[config.mk]
export PLATFORM = sky130hd
export DESIGN_NAME = disp_edit_ctrl
export DESIGN_NICKNAME = d
export VERILOG_FILES = /design/src/rtl/disp_edit_pkg.sv /design/src/rtl/dec_idle_timer.sv /design/src/rtl/dec_blink_phase.sv /design/src/rtl/dec_mode_fsm.sv /design/src/rtl/disp_edit_ctrl.sv
export SDC_FILE = /design/constraint.sdc
export NUM_CORES = 1
export LEC_CHECK = 0
export ABC_CLOCK_PERIOD_IN_PS = 2200
export BUFFER_PORTS_ARGS = -buffer_cell sky130_fd_sc_hd__buf_2
export CAP_MARGIN = 10
export CORE_ASPECT_RATIO = 1.5
export CORE_UTILIZATION = 52
export DETAILED_ROUTE_END_ITERATION = 7
export PLACE_DENSITY = 0.85
export SKIP_CTS_REPAIR_TIMING = 1
export SLEW_MARGIN = 5
export SYNTH_ARGS = -nofsm -noshare
export SYNTH_HDL_FRONTEND = slang
export SYNTH_SLANG_ARGS = --single-unit
[constraint.sdc]
create_clock -name clk -period 2.2 [get_ports clk]
set_clock_uncertainty 0.1 [all_clocks]
set_input_delay 0.11 -clock clk [delete_from_list [all_inputs] [get_ports clk]]
set_output_delay 0.11 -clock clk [all_outputs]
set_load 0.05 [all_outputs]
[src/rtl/disp_edit_pkg.sv]
package disp_edit_pkg;

    typedef enum logic [2:0] {
        ST_SHOW_TIME,
        ST_SHOW_DATE,
        ST_SHOW_ALARM,
        ST_EDIT_MIN,
        ST_EDIT_HOUR,
        ST_EDIT_DAY,
        ST_EDIT_MONTH,
        ST_EDIT_YEAR
    } ctl_state_e;

    typedef enum logic [2:0] {
        FLD_MIN   = 3'd0,
        FLD_HOUR  = 3'd1,
        FLD_DAY   = 3'd2,
        FLD_MONTH = 3'd3,
        FLD_YEAR  = 3'd4
    } field_e;

    typedef enum logic [1:0] {
        SRC_TIME  = 2'd0,
        SRC_DATE  = 2'd1,
        SRC_ALARM = 2'd2
    } src_e;

    localparam int GROUPS    = 3;
    localparam int GRP_RIGHT = 0;
    localparam int GRP_MID   = 1;
    localparam int GRP_LEFT  = 2;

    typedef struct packed {
        logic sw;
        logic adj;
        logic up;
        logic dn;
    } keys_t;

endpackage

[src/rtl/dec_idle_timer.sv]
module dec_idle_timer
    import disp_edit_pkg::*;
#(
    parameter int IDLE_SECONDS = 20
) (
    input  logic clk,
    input  logic rst,
    input  logic active,
    input  logic any_key,
    input  logic sec_tick,
    output logic expire
);
    localparam int IW = $clog2(IDLE_SECONDS + 1);
    localparam logic [IW-1:0] LAST = IW'(IDLE_SECONDS - 1);

    logic [IW-1:0] secs_q;

    // fires on the tick that completes the idle window
    assign expire = active && !any_key && sec_tick && (secs_q == LAST);

    always_ff @(posedge clk) begin
        if (rst) begin
            secs_q <= '0;
        end else if (!active || any_key || expire) begin
            secs_q <= '0;
        end else if (sec_tick) begin
            secs_q <= secs_q + 1'b1;
        end
    end
endmodule

[src/rtl/dec_blink_phase.sv]
module dec_blink_phase
    import disp_edit_pkg::*;
#(
    parameter int HALF_PERIOD = 62_500_000
) (
    input  logic clk,
    input  logic rst,
    input  logic active,
    output logic dark
);
    localparam int CW = (HALF_PERIOD > 1) ? $clog2(HALF_PERIOD) : 1;
    localparam logic [CW-1:0] WRAP = CW'(HALF_PERIOD - 1);

    logic [CW-1:0] cnt_q;
    logic          dark_q;

    always_ff @(posedge clk) begin
        if (rst || !active) begin
            cnt_q  <= '0;
            dark_q <= 1'b0;
        end else if (cnt_q == WRAP) begin
            cnt_q  <= '0;
            dark_q <= !dark_q;
        end else begin
            cnt_q <= cnt_q + 1'b1;
        end
    end

    assign dark = dark_q;
endmodule

[src/rtl/dec_mode_fsm.sv]
module dec_mode_fsm
    import disp_edit_pkg::*;
(
    input  logic                clk,
    input  logic                rst,
    input  keys_t               keys,
    input  logic                expire,
    output logic                edit_active,
    output field_e              field,
    output src_e                src,
    output logic [GROUPS-1:0]   group_sel
);
    ctl_state_e cur_q, nxt;

    // state register
    always_ff @(posedge clk) begin
        if (rst) cur_q <= ST_SHOW_TIME;
        else     cur_q <= nxt;
    end

    // transitions
    always_comb begin
        nxt = cur_q;
        unique case (cur_q)
            ST_SHOW_TIME: begin
                if (keys.adj)     nxt = ST_EDIT_MIN;
                else if (keys.sw) nxt = ST_SHOW_DATE;
            end
            ST_SHOW_DATE: begin
                if (keys.sw) nxt = ST_SHOW_ALARM;
            end
            ST_SHOW_ALARM: begin
                if (keys.sw) nxt = ST_SHOW_TIME;
            end
            ST_EDIT_MIN: begin
                if (keys.adj)     nxt = ST_SHOW_TIME;
                else if (keys.sw) nxt = ST_EDIT_HOUR;
                else if (expire)  nxt = ST_SHOW_TIME;
            end
            ST_EDIT_HOUR: begin
                if (keys.adj)     nxt = ST_SHOW_TIME;
                else if (keys.sw) nxt = ST_EDIT_DAY;
                else if (expire)  nxt = ST_SHOW_TIME;
            end
            ST_EDIT_DAY: begin
                if (keys.adj)     nxt = ST_SHOW_TIME;
                else if (keys.sw) nxt = ST_EDIT_MONTH;
                else if (expire)  nxt = ST_SHOW_TIME;
            end
            ST_EDIT_MONTH: begin
                if (keys.adj)     nxt = ST_SHOW_TIME;
                else if (keys.sw) nxt = ST_EDIT_YEAR;
                else if (expire)  nxt = ST_SHOW_TIME;
            end
            ST_EDIT_YEAR: begin
                if (keys.adj)     nxt = ST_SHOW_TIME;
                else if (keys.sw) nxt = ST_EDIT_MIN;
                else if (expire)  nxt = ST_SHOW_TIME;
            end
        endcase
    end

    // outputs
    always_comb begin
        edit_active = 1'b0;
        field       = FLD_MIN;
        src         = SRC_TIME;
        group_sel   = '0;
        unique case (cur_q)
            ST_SHOW_TIME:  src = SRC_TIME;
            ST_SHOW_DATE:  src = SRC_DATE;
            ST_SHOW_ALARM: src = SRC_ALARM;
            ST_EDIT_MIN: begin
                edit_active        = 1'b1;
                field              = FLD_MIN;
                src                = SRC_TIME;
                group_sel[GRP_MID] = 1'b1;
            end
            ST_EDIT_HOUR: begin
                edit_active         = 1'b1;
                field               = FLD_HOUR;
                src                 = SRC_TIME;
                group_sel[GRP_LEFT] = 1'b1;
            end
            ST_EDIT_DAY: begin
                edit_active          = 1'b1;
                field                = FLD_DAY;
                src                  = SRC_DATE;
                group_sel[GRP_RIGHT] = 1'b1;
            end
            ST_EDIT_MONTH: begin
                edit_active        = 1'b1;
                field              = FLD_MONTH;
                src                = SRC_DATE;
                group_sel[GRP_MID] = 1'b1;
            end
            ST_EDIT_YEAR: begin
                edit_active         = 1'b1;
                field               = FLD_YEAR;
                src                 = SRC_DATE;
                group_sel[GRP_LEFT] = 1'b1;
            end
        endcase
    end
endmodule

[src/rtl/disp_edit_ctrl.sv]
module disp_edit_ctrl
    import disp_edit_pkg::*;
#(
    parameter int HALF_PERIOD  = 62_500_000,
    parameter int IDLE_SECONDS = 20
) (
    input  logic       clk,
    input  logic       rst,
    input  logic       key_switch,
    input  logic       key_adjust,
    input  logic       key_up,
    input  logic       key_down,
    input  logic       sec_tick,
    output logic [1:0] view_src,
    output logic [2:0] field_sel,
    output logic [2:0] blink_sel,
    output logic [2:0] blank_mask,
    output logic       step_up,
    output logic       step_down,
    output logic [2:0] step_field,
    output logic       edit_active
);
    keys_t              keys;
    logic               any_key;
    logic               expire;
    logic               dark;
    logic               edit_i;
    field_e             field_i;
    src_e               src_i;
    logic [GROUPS-1:0]  grp_i;
    logic               lone_step;
    logic               up_q, dn_q;
    logic [2:0]         fld_q;

    assign keys    = {key_switch, key_adjust, key_up, key_down};
    assign any_key = |keys;

    dec_mode_fsm u_fsm (
        .clk         (clk),
        .rst         (rst),
        .keys        (keys),
        .expire      (expire),
        .edit_active (edit_i),
        .field       (field_i),
        .src         (src_i),
        .group_sel   (grp_i)
    );

    dec_idle_timer #(.IDLE_SECONDS(IDLE_SECONDS)) u_idle (
        .clk      (clk),
        .rst      (rst),
        .active   (edit_i),
        .any_key  (any_key),
        .sec_tick (sec_tick),
        .expire   (expire)
    );

    dec_blink_phase #(.HALF_PERIOD(HALF_PERIOD)) u_blink (
        .clk    (clk),
        .rst    (rst),
        .active (edit_i),
        .dark   (dark)
    );

    // a step is only issued for a lone up or down press
    assign lone_step = edit_i && !keys.sw && !keys.adj && (keys.up ^ keys.dn);

    always_ff @(posedge clk) begin
        if (rst) begin
            up_q  <= 1'b0;
            dn_q  <= 1'b0;
            fld_q <= '0;
        end else begin
            up_q  <= lone_step && keys.up;
            dn_q  <= lone_step && keys.dn;
            fld_q <= field_i;
        end
    end

    for (genvar g = 0; g < GROUPS; g++) begin : g_blank
        assign blank_mask[g] = grp_i[g] & dark;
    end

    assign view_src    = src_i;
    assign field_sel   = field_i;
    assign blink_sel   = grp_i;
    assign edit_active = edit_i;
    assign step_up     = up_q;
    assign step_down   = dn_q;
    assign step_field  = fld_q;
endmodule

==> results of run 1 <==
==> final timing paths <==
check,endpoint,cells past startpoint
worst min register to register,u_blink.cnt_q[19],2
worst max-delay path,u_blink.cnt_q[22],5
worst max register to register,u_blink.cnt_q[22],5
worst min-delay path,u_idle.secs_q[0],3
==> stage by stage <==
stage          util (%)  total power [µW]  instances  area, µm²
2_1_floorplan         -               988        247       2030
3_3_place_gp       60.0              1060        312       2230
3_5_place_dp       60.0              1060        312       2230
4_1_cts            62.5              1560        320       2320
5_1_grt            63.8              1630        324       2370
6_report           63.8              1560        324       2370
==> synthesized netlist by cell type, drive strengths merged (2+ instances only) <==
master	instances	area, µm²
inv	10	37.5
clkbuf	7	26.3
o21ai	14	73.8
o31ai	4	30.0
xnor2	13	114
and3	2	12.5
nand4	12	90.1
ha	3	37.5
or3b	2	17.5
nor2	37	139
nand2b	3	18.8
nand2	14	52.6
nor4	7	43.8
nor2b	2	12.5
xor2	6	52.6
mux2i	2	20.0
nor3	3	15.0
and2	2	12.5
or4	9	73.8
buf	5	28.8
dfxtp	40	801
a21oi	13	68.8
o21bai	2	15.0
or3	12	76.3
nand3	10	55.1
a211oi	2	15.0
nand3b	2	15.0
==> cells by family after synthesis <==
kind of cell               Yosys count  share of synthesized area (%)
and+or+nand+nor                    121                           33.0
AOI/OAI and AO/OA                   40                           12.0
DFF                                 40                           39.4
buffers and inverters               22                           4.56
xor gates and xnor gates            19                           8.19
adders and majority gates            3                           1.85
muxes                                2                          0.985
==> power by group <==
group / internal (µW) / switching [µW]
logic: 104 / 201
clock network: 255 / 250
registers: 738 / 9.76
total: 1100 / 461
==> layout make-up <==
class / count / area [µm²]
fill: 350 / 1340
multi-input combinational: 185 / 1150
sequential: 40 / 801
timing repair buffer: 38 / 238
clock buffer: 7 / 86.3
tap: 43 / 53.8
inverter: 10 / 37.5
clock inverter: 1 / 7.51
==> registers in the layout, summed over array words and instances, names as in the netlist <==
name / count
u_blink.cnt_q: 26
u_idle.secs_q: 5
step_field: 3
u_fsm.cur_q: 3
step_down: 1
step_up: 1
u_blink.dark: 1
==> layer usage <==
| layer | share of wire, % | track usage, % | up-vias | wire (µm) |
|---|---|---|---|---|
| met5 | 0 | 0 | - | 0 |
| met4 | 3.2 | 14.7 | 0 | 140 |
| met3 | 3.1 | 5.43 | 11 | 136 |
| met2 | 54 | 43.4 | 40 | 2410 |
| met1 | 40 | 24.7 | 899 | 1760 |
| li1 | - | - | 947 | - |
==> critical path, delay by kind of cell (launching register included) <==
kind | cells | cell delay, ns
and+or+nand+nor | 3 | 1.13
DFF | 1 | 0.37
AOI/OAI and AO/OA | 1 | 0.13
adders and majority gates | 1 | 0.24
==> impl_metrics.toml, run 1 <==
[place]
pre_cts_ws_ns = 0.0886
place.gp.congestion = 0.853
dpl.hpwl_mm = 3.24
io_buffers = 23

[status]
outcome = "completed"

[synthesis]
synth-seq-cells = 40
syn-num-nets = 257
synth_cells = 247
avgSynthCellArea_um2 = 8.23
ys_seq_area_share_pct = 39.4
synth_area_mm2 = 0.00203
async_flop_share_pct = 0
yosys_warnings = 0
synth_cell_types = 45
ys.flop_type = "dfxtp_1"
synth-edff-count = 0

[sta]
hold_violations = 0
final.setup.tns_ns = 0
rsz0062_at_grt = "false"
relSlewSlack_pct = 67.4
slew_violations = 0
period_minus_slack_ns = 2.05
layout_setup_ws_ns = 0.154
fmax_ghz = 0.489
fin_crit_sh_pct = 93.0
whs_ns = 0.0522
setup_violations = 0
tightestPinTransition_ns = 0.485

[die]
die-area_mm2 = 0.00417
row_count = 27
die_h_um = 78.6
die_w_um = 53.0
start_util_pct = 54.7
pin_count = 24
core_area_mm2 = 0.00372

[run]
cap_violations = 0

[critical_path]
startpoint_type = "flop"
r2r_start = "u_blink.cnt_q[1]"
crit_chain = "ha_1 -> nand4_4 -> or4_4 -> or4_4 -> a21oi_2"
rrSetupSlack_ns = 0.15
crit_top_cell = "or4_4"
worstSetupPathType = "reg -> reg"
end_kind = "flop"
cp_data_arrival_time_ns = 2.18
startpoint = "u_blink.cnt_q[1]"
crit_slowest_cell = "or4_4"
worstPathRequired_ns = 2.33
crit_path_max_fanout = 8
max_stage_delay_ns = 0.60

[cells_and_area]
layout-drive-gt1-share_pct = 18.9
final_cell_mix = "40 x dfxtp_1, 37 x nor2_1, 23 x buf_2"
syn_to_final_growth_pct = 16.7
nets = 290
layout_commonest_cell = "dfxtp_1"
antenna_cells = 0

[route]
wire_per_inst_um = 13.7
ant_nets = 0
via_per_inst = 5.85
drcViolationCount = 0
drtIter0Drc = 50
firstDrtPassIters = 4
vias = 1897
routed_wirelength_mm = 4.44

[global_routing]
grt_max_degree = 17
grt_pass1_vias = 1807
track_usage_pct = 24.5
grt-ovfl-total = 0
grt_pass1_wl_mm = 7.53
antenna_found_initial = 0

[clock_network]
clk_pin_slew_ns = 0.07
clock-root-buffer = "clkbuf_8"
clk-insertion-delay-late_ns = 0.29
numCtsBuffers = 5
cts_tree = "done"
cts_buffer_depth = 2
cts_htree_levels = 2
clock_sinks = 40

[power]
ir_drop_uv = 500
p_per_area_mw_per_mm2 = 657
p_leak_uw = 0.000828

[hold_path]
hp-start = "sec_tick"
holdCritPathClass = "in -> reg"
No activity file was read; power rests on OpenSTA's default activity.
==> inputs of run 2 (changes only) <==
Settings changed: CORE_MARGIN set to 2, CORE_UTILIZATION 52 to 50, PLACE_DENSITY 0.85 to 0.83.
==> run 2 against run 1 <==
The run now ends with negative hold slack left. Cell count is 0.62% lower. Die area increased by 10%. Global-route usage is 5.0 points lower. Wire length fell by 4.3%. Critical path type unchanged.
==> impl_metrics.toml, run 2 (synthesis gave the netlist of run 1 again) <==
[route]
wire_per_inst_um = 13.2
drcViolationCount = 0
routed_wirelength_mm = 4.25
ant_nets = 0
drtIter0Drc = 74
via_per_inst = 5.75
firstDrtPassIters = 4
vias = 1852

[cells_and_area]
regMostFlops = "u_blink.cnt_q"
antenna_cells = 0
nets = 286
final_cell_mix = "40 x dfxtp_1, 37 x nor2_1, 23 x buf_2"
stdcell_count = 322
syn_to_final_growth_pct = 14.8
largest_register_ffs = 26
layout-drive-gt1-share_pct = 18.4
layout_commonest_cell = "dfxtp_1"
finalCoreUtilization_pct = 59.4
largestRegisters = "u_blink.cnt_q (26), u_idle.secs_q (5)"

[critical_path]
r2r_start = "u_blink.cnt_q[8]"
reg2reg_to = "u_blink.cnt_q[19]"
max_stage_delay_ns = 0.70
rrSetupSlack_ns = 0.13
end_kind = "flop"
cp_data_arrival_time_ns = 2.20
worstPathRequired_ns = 2.33
crit_chain = "nand3_2 -> or4_1 -> or3_1 -> a21oi_1"
crit_slowest_cell = "or4_1"
worstSetupPathType = "reg -> reg"
crit_path_max_fanout = 9
ff2ff_path_depth = 4
startpoint_type = "flop"

[hold_path]
holdPathStages = 2
whs_endpoint = "u_fsm.cur_q[2]"
holdCritPathClass = "in -> reg"
hp-start = "key_adjust"

[sta]
fin_crit_sh_pct = 94.1
relSlewSlack_pct = 68.6
period_minus_slack_ns = 2.07
whs_ns = -0.00327
tightestPinTransition_ns = 0.467
setup_violations = 0
hold_violations = 1
final.setup.tns_ns = 0
slew_violations = 0
fmax_ghz = 0.483
rsz0062_at_grt = "false"

[global_routing]
grt_pass1_vias = 1608
antenna_found_initial = 0
grt_pass1_wl_mm = 7.04
grt-ovfl-total = 0
track_usage_pct = 19.5
grt_max_degree = 16

[status]
violations = "negative hold slack"
outcome = "finished, violations left"

[die]
pin_count = 24
start_util_pct = 51.8
row_count = 28
core_area_mm2 = 0.00392
die_w_um = 56.1
die_h_um = 82.1
die-area_mm2 = 0.00460

[power]
p_leak_uw = 0.000816
power_frac_comb_pct = 18.8
p_per_area_mw_per_mm2 = 661
p_seq_share_pct = 49.0
internal-power_uw = 1090
p_clk_share_pct = 32.3
p_sw_uw = 456
switching_share_pct = 29.6
ir_drop_uv = 553
finalPower_uw = 1540

[place]
dpl.cell_count = 312
io_buffers = 23
place.gp.congestion = 0.825
dpl.hpwl_mm = 3.30

[clock_network]
clk-insertion-delay-late_ns = 0.29
numCtsBuffers = 5
clock-root-buffer = "clkbuf_8"
clk_pin_slew_ns = 0.08
cts_buffer_depth = 2
clock_sinks = 40
cts_htree_levels = 2
cts_tree = "done"

[run]
cap_violations = 0
run 2: cell type report:
class / instances / area [µm²]
tap: 45 / 56.3
fill: 368 / 1590
multi-input combinational: 185 / 1140
timing repair buffer: 34 / 203
inverter: 10 / 37.5
sequential: 40 / 801
clock inverter: 2 / 10.0
clock buffer: 6 / 82.6
run 2: worst max-delay path: cells and delay by family (launching register included):
family          cells  cell delay (ns)
simple gates        3             1.31
flops               1             0.45
compound gates      1             0.15
run 2: per-stage QoR:
step	setup slack (ns)	instance area, µm²
2_1_floorplan	0.0838	2030
3_3_place_gp	0.150	2220
3_5_place_dp	0.100	2220
4_1_cts	0.0903	2310
5_1_grt	0.00395	2330
6_report	0.129	2330
run 2: worst max-delay path by stage:
stage,from,end,slack [ns],cells after the start
floorplan,u_blink.cnt_q[0],u_blink.cnt_q[22],0.08,6
global placement,u_blink.cnt_q[1],u_blink.cnt_q[22],0.15,5
detailed placement,u_blink.cnt_q[1],u_blink.cnt_q[22],0.10,5
CTS,u_blink.cnt_q[1],u_blink.cnt_q[22],0.09,5
global route,key_up,u_fsm.cur_q[0],0.004,8
finish,u_blink.cnt_q[8],u_blink.cnt_q[19],0.13,4
run 2: power by group through the flow:
| stage | logic [µW] | clock network (µW) | registers, µW |
|---|---|---|---|
| 5_1_grt | 318 | 536 | 757 |
| 2_1_floorplan | 221 | 0 | 767 |
| 3_5_place_dp | 284 | 0 | 772 |
| 6_report | 289 | 497 | 755 |
| 3_3_place_gp | 276 | 0 | 772 |
| 4_1_cts | 285 | 509 | 755 |
run 2: per-layer routing:
| metal | global-route usage (%) | vias up | routed length [µm] |
|---|---|---|---|
| li1 | - | 937 | - |
| met2 | 38.2 | 45 | 2370 |
| met3 | 3.15 | 10 | 142 |
| met5 | 0 | - | 0 |
| met1 | 19.7 | 860 | 1630 |
| met4 | 9.29 | 0 | 110 |
==> inputs of run 3 (changes only) <==
Settings changed: ABC_CLOCK_PERIOD_IN_PS 2200 to 1950, PLACE_DENSITY 0.83 to 0.8.
Clock period 2.2 ns to 1.95 ns, I/O delays scaled along.
==> run 3 against run 2 <==
The flow still finishes with violations (negative hold slack). Sequential share of layout area fell by 2.7 points. Die area did not move. Clock power rose by 16%. First-iteration DRC count rose by 41%. Combinational power rose by 20%. Total power rose by 15%. Register-to-register slack got worse by 0.09 ns. Cell count rose by 5.6%. Non-clock buffer count rose by 19. Setup slack got worse by 0.089 ns. Critical path depth rose by 1. Global-route usage rose by 1.4 points. Highest routed layer unchanged.
==> impl_metrics.toml, run 3 (synthesis gave the netlist of run 1 again) <==
[die]
die_h_um = 82.1
die_w_um = 56.1
core_area_mm2 = 0.00392
die-area_mm2 = 0.00460
start_util_pct = 51.8
row_count = 28
pin_count = 24

[critical_path]
max_stage_delay_ns = 0.55
cp_data_arrival_time_ns = 2.03
crit_top_cell = "or4_4"
worstSetupPathType = "reg -> reg"
end_kind = "flop"
crit_buf_inv = 0
crit_slowest_cell = "or4_4"
crit_path_max_fanout = 7
startpoint_type = "flop"
worstPathRequired_ns = 2.07
crit_chain = "ha_4 -> nand4_4 -> or4_4 -> or4_4 -> a21oi_2"
crit_family = "simple AND/OR/NAND/NOR gates"

[clock_network]
cts_htree_levels = 2
numCtsBuffers = 5
cts_buffer_depth = 2
clock-root-buffer = "clkbuf_8"
cts_tree = "done"
clk-insertion-delay-late_ns = 0.29
clk_pin_slew_ns = 0.07
clock_sinks = 40

[global_routing]
antenna_found_initial = 0
track_usage_pct = 20.8
grt_max_degree = 17
grt-ovfl-total = 0
grt_pass1_vias = 1809
grt_pass1_wl_mm = 7.61

[route]
via_per_inst = 5.69
firstDrtPassIters = 4
drcViolationCount = 0
drtIter0Drc = 104
routed_wirelength_mm = 4.49
ant_nets = 0
wire_per_inst_um = 13.2
vias = 1933

[sta]
period_minus_slack_ns = 1.91
whs_ns = -0.0146
final.setup.tns_ns = 0
rsz0062_at_grt = "true"
setup_violations = 0
slew_violations = 0
hold_violations = 1
fin_crit_sh_pct = 97.9
tightestPinTransition_ns = 0.352
fmax_ghz = 0.524
relSlewSlack_pct = 76.3

[cells_and_area]
layout-drive-gt1-share_pct = 25.1
finalCoreUtilization_pct = 64.8
final_cell_mix = "37 x nor2_1, 37 x dfxtp_1, 25 x buf_4"
nets = 305
largestRegisters = "u_blink.cnt_q (26), u_idle.secs_q (5)"
antenna_cells = 0
n_fill_cell = 348
final_cell_area_mm2 = 0.00254
multi_input_area_mm2 = 0.00118
regMostFlops = "u_blink.cnt_q"
syn_to_final_growth_pct = 25.2
seq_area_um2 = 805
largest_register_ffs = 26

[place]
io_buffers = 23
dpl.hpwl_mm = 3.28
post_dp_cell_area_mm2 = 0.00240
place.gp.congestion = 0.861

[power]
ir_drop_uv = 582
p_leak_uw = 0.000930
finalPower_uw = 1770
p_per_area_mw_per_mm2 = 695

[hold_path]
holdCritPathClass = "in -> reg"

[run]
cap_violations = 0

[status]
outcome = "finished, violations left"
violations = "negative hold slack"
run 3: cell types whose count changed in the layout (fill, tap and decap cells not counted), sizes merged:
cell         delta
buf            +18
clkinv          -2
clkbuf          +1
dlygate4sd3     +1
run 3: where the power goes:
group	internal (µW)	switching, µW	total [µW]
clock	315	264	578
combinational	122	225	348
sequential	833	9.64	843
total	1270	499	1770
run 3: metal layers:
layer	routed length, µm	vias to the layer above	global-route usage (%)
li1	-	974	-
met4	104	0	11.2
met3	138	8	4.88
met2	2440	31	38.7
met1	1800	920	21.5
met5	0	-	0
run 3: cell type report:
cell class,count,area share (%)
sequential,40,31.6
inverter,10,1.48
timing repair buffer,53,14.7
tap,45,2.21
multi-input combinational,185,46.2
clock buffer,7,3.79
run 3: metrics by stage:
stage	std cells	setup WS, ns	hold slack (ns)
2_1_floorplan	247	0.0446	0.136
3_3_place_gp	330	0.0590	0.243
3_5_place_dp	330	-0.000514	0.240
4_1_cts	337	-0.0162	-0.0610
5_1_grt	340	-0.0334	0.00329
6_report	340	0.0405	-0.0146
run 3: path summary, 6_finish.rpt:
check	start	slack, ns	cells after the start	to
hold reg to reg	u_blink.cnt_q[19]	0.39	2	u_blink.cnt_q[19]
setup reg to reg	u_blink.cnt_q[1]	0.04	5	u_blink.cnt_q[22]
hold / removal	key_adjust	-0.01	2	u_fsm.cur_q[2]
setup / recovery	u_blink.cnt_q[1]	0.04	5	u_blink.cnt_q[22]
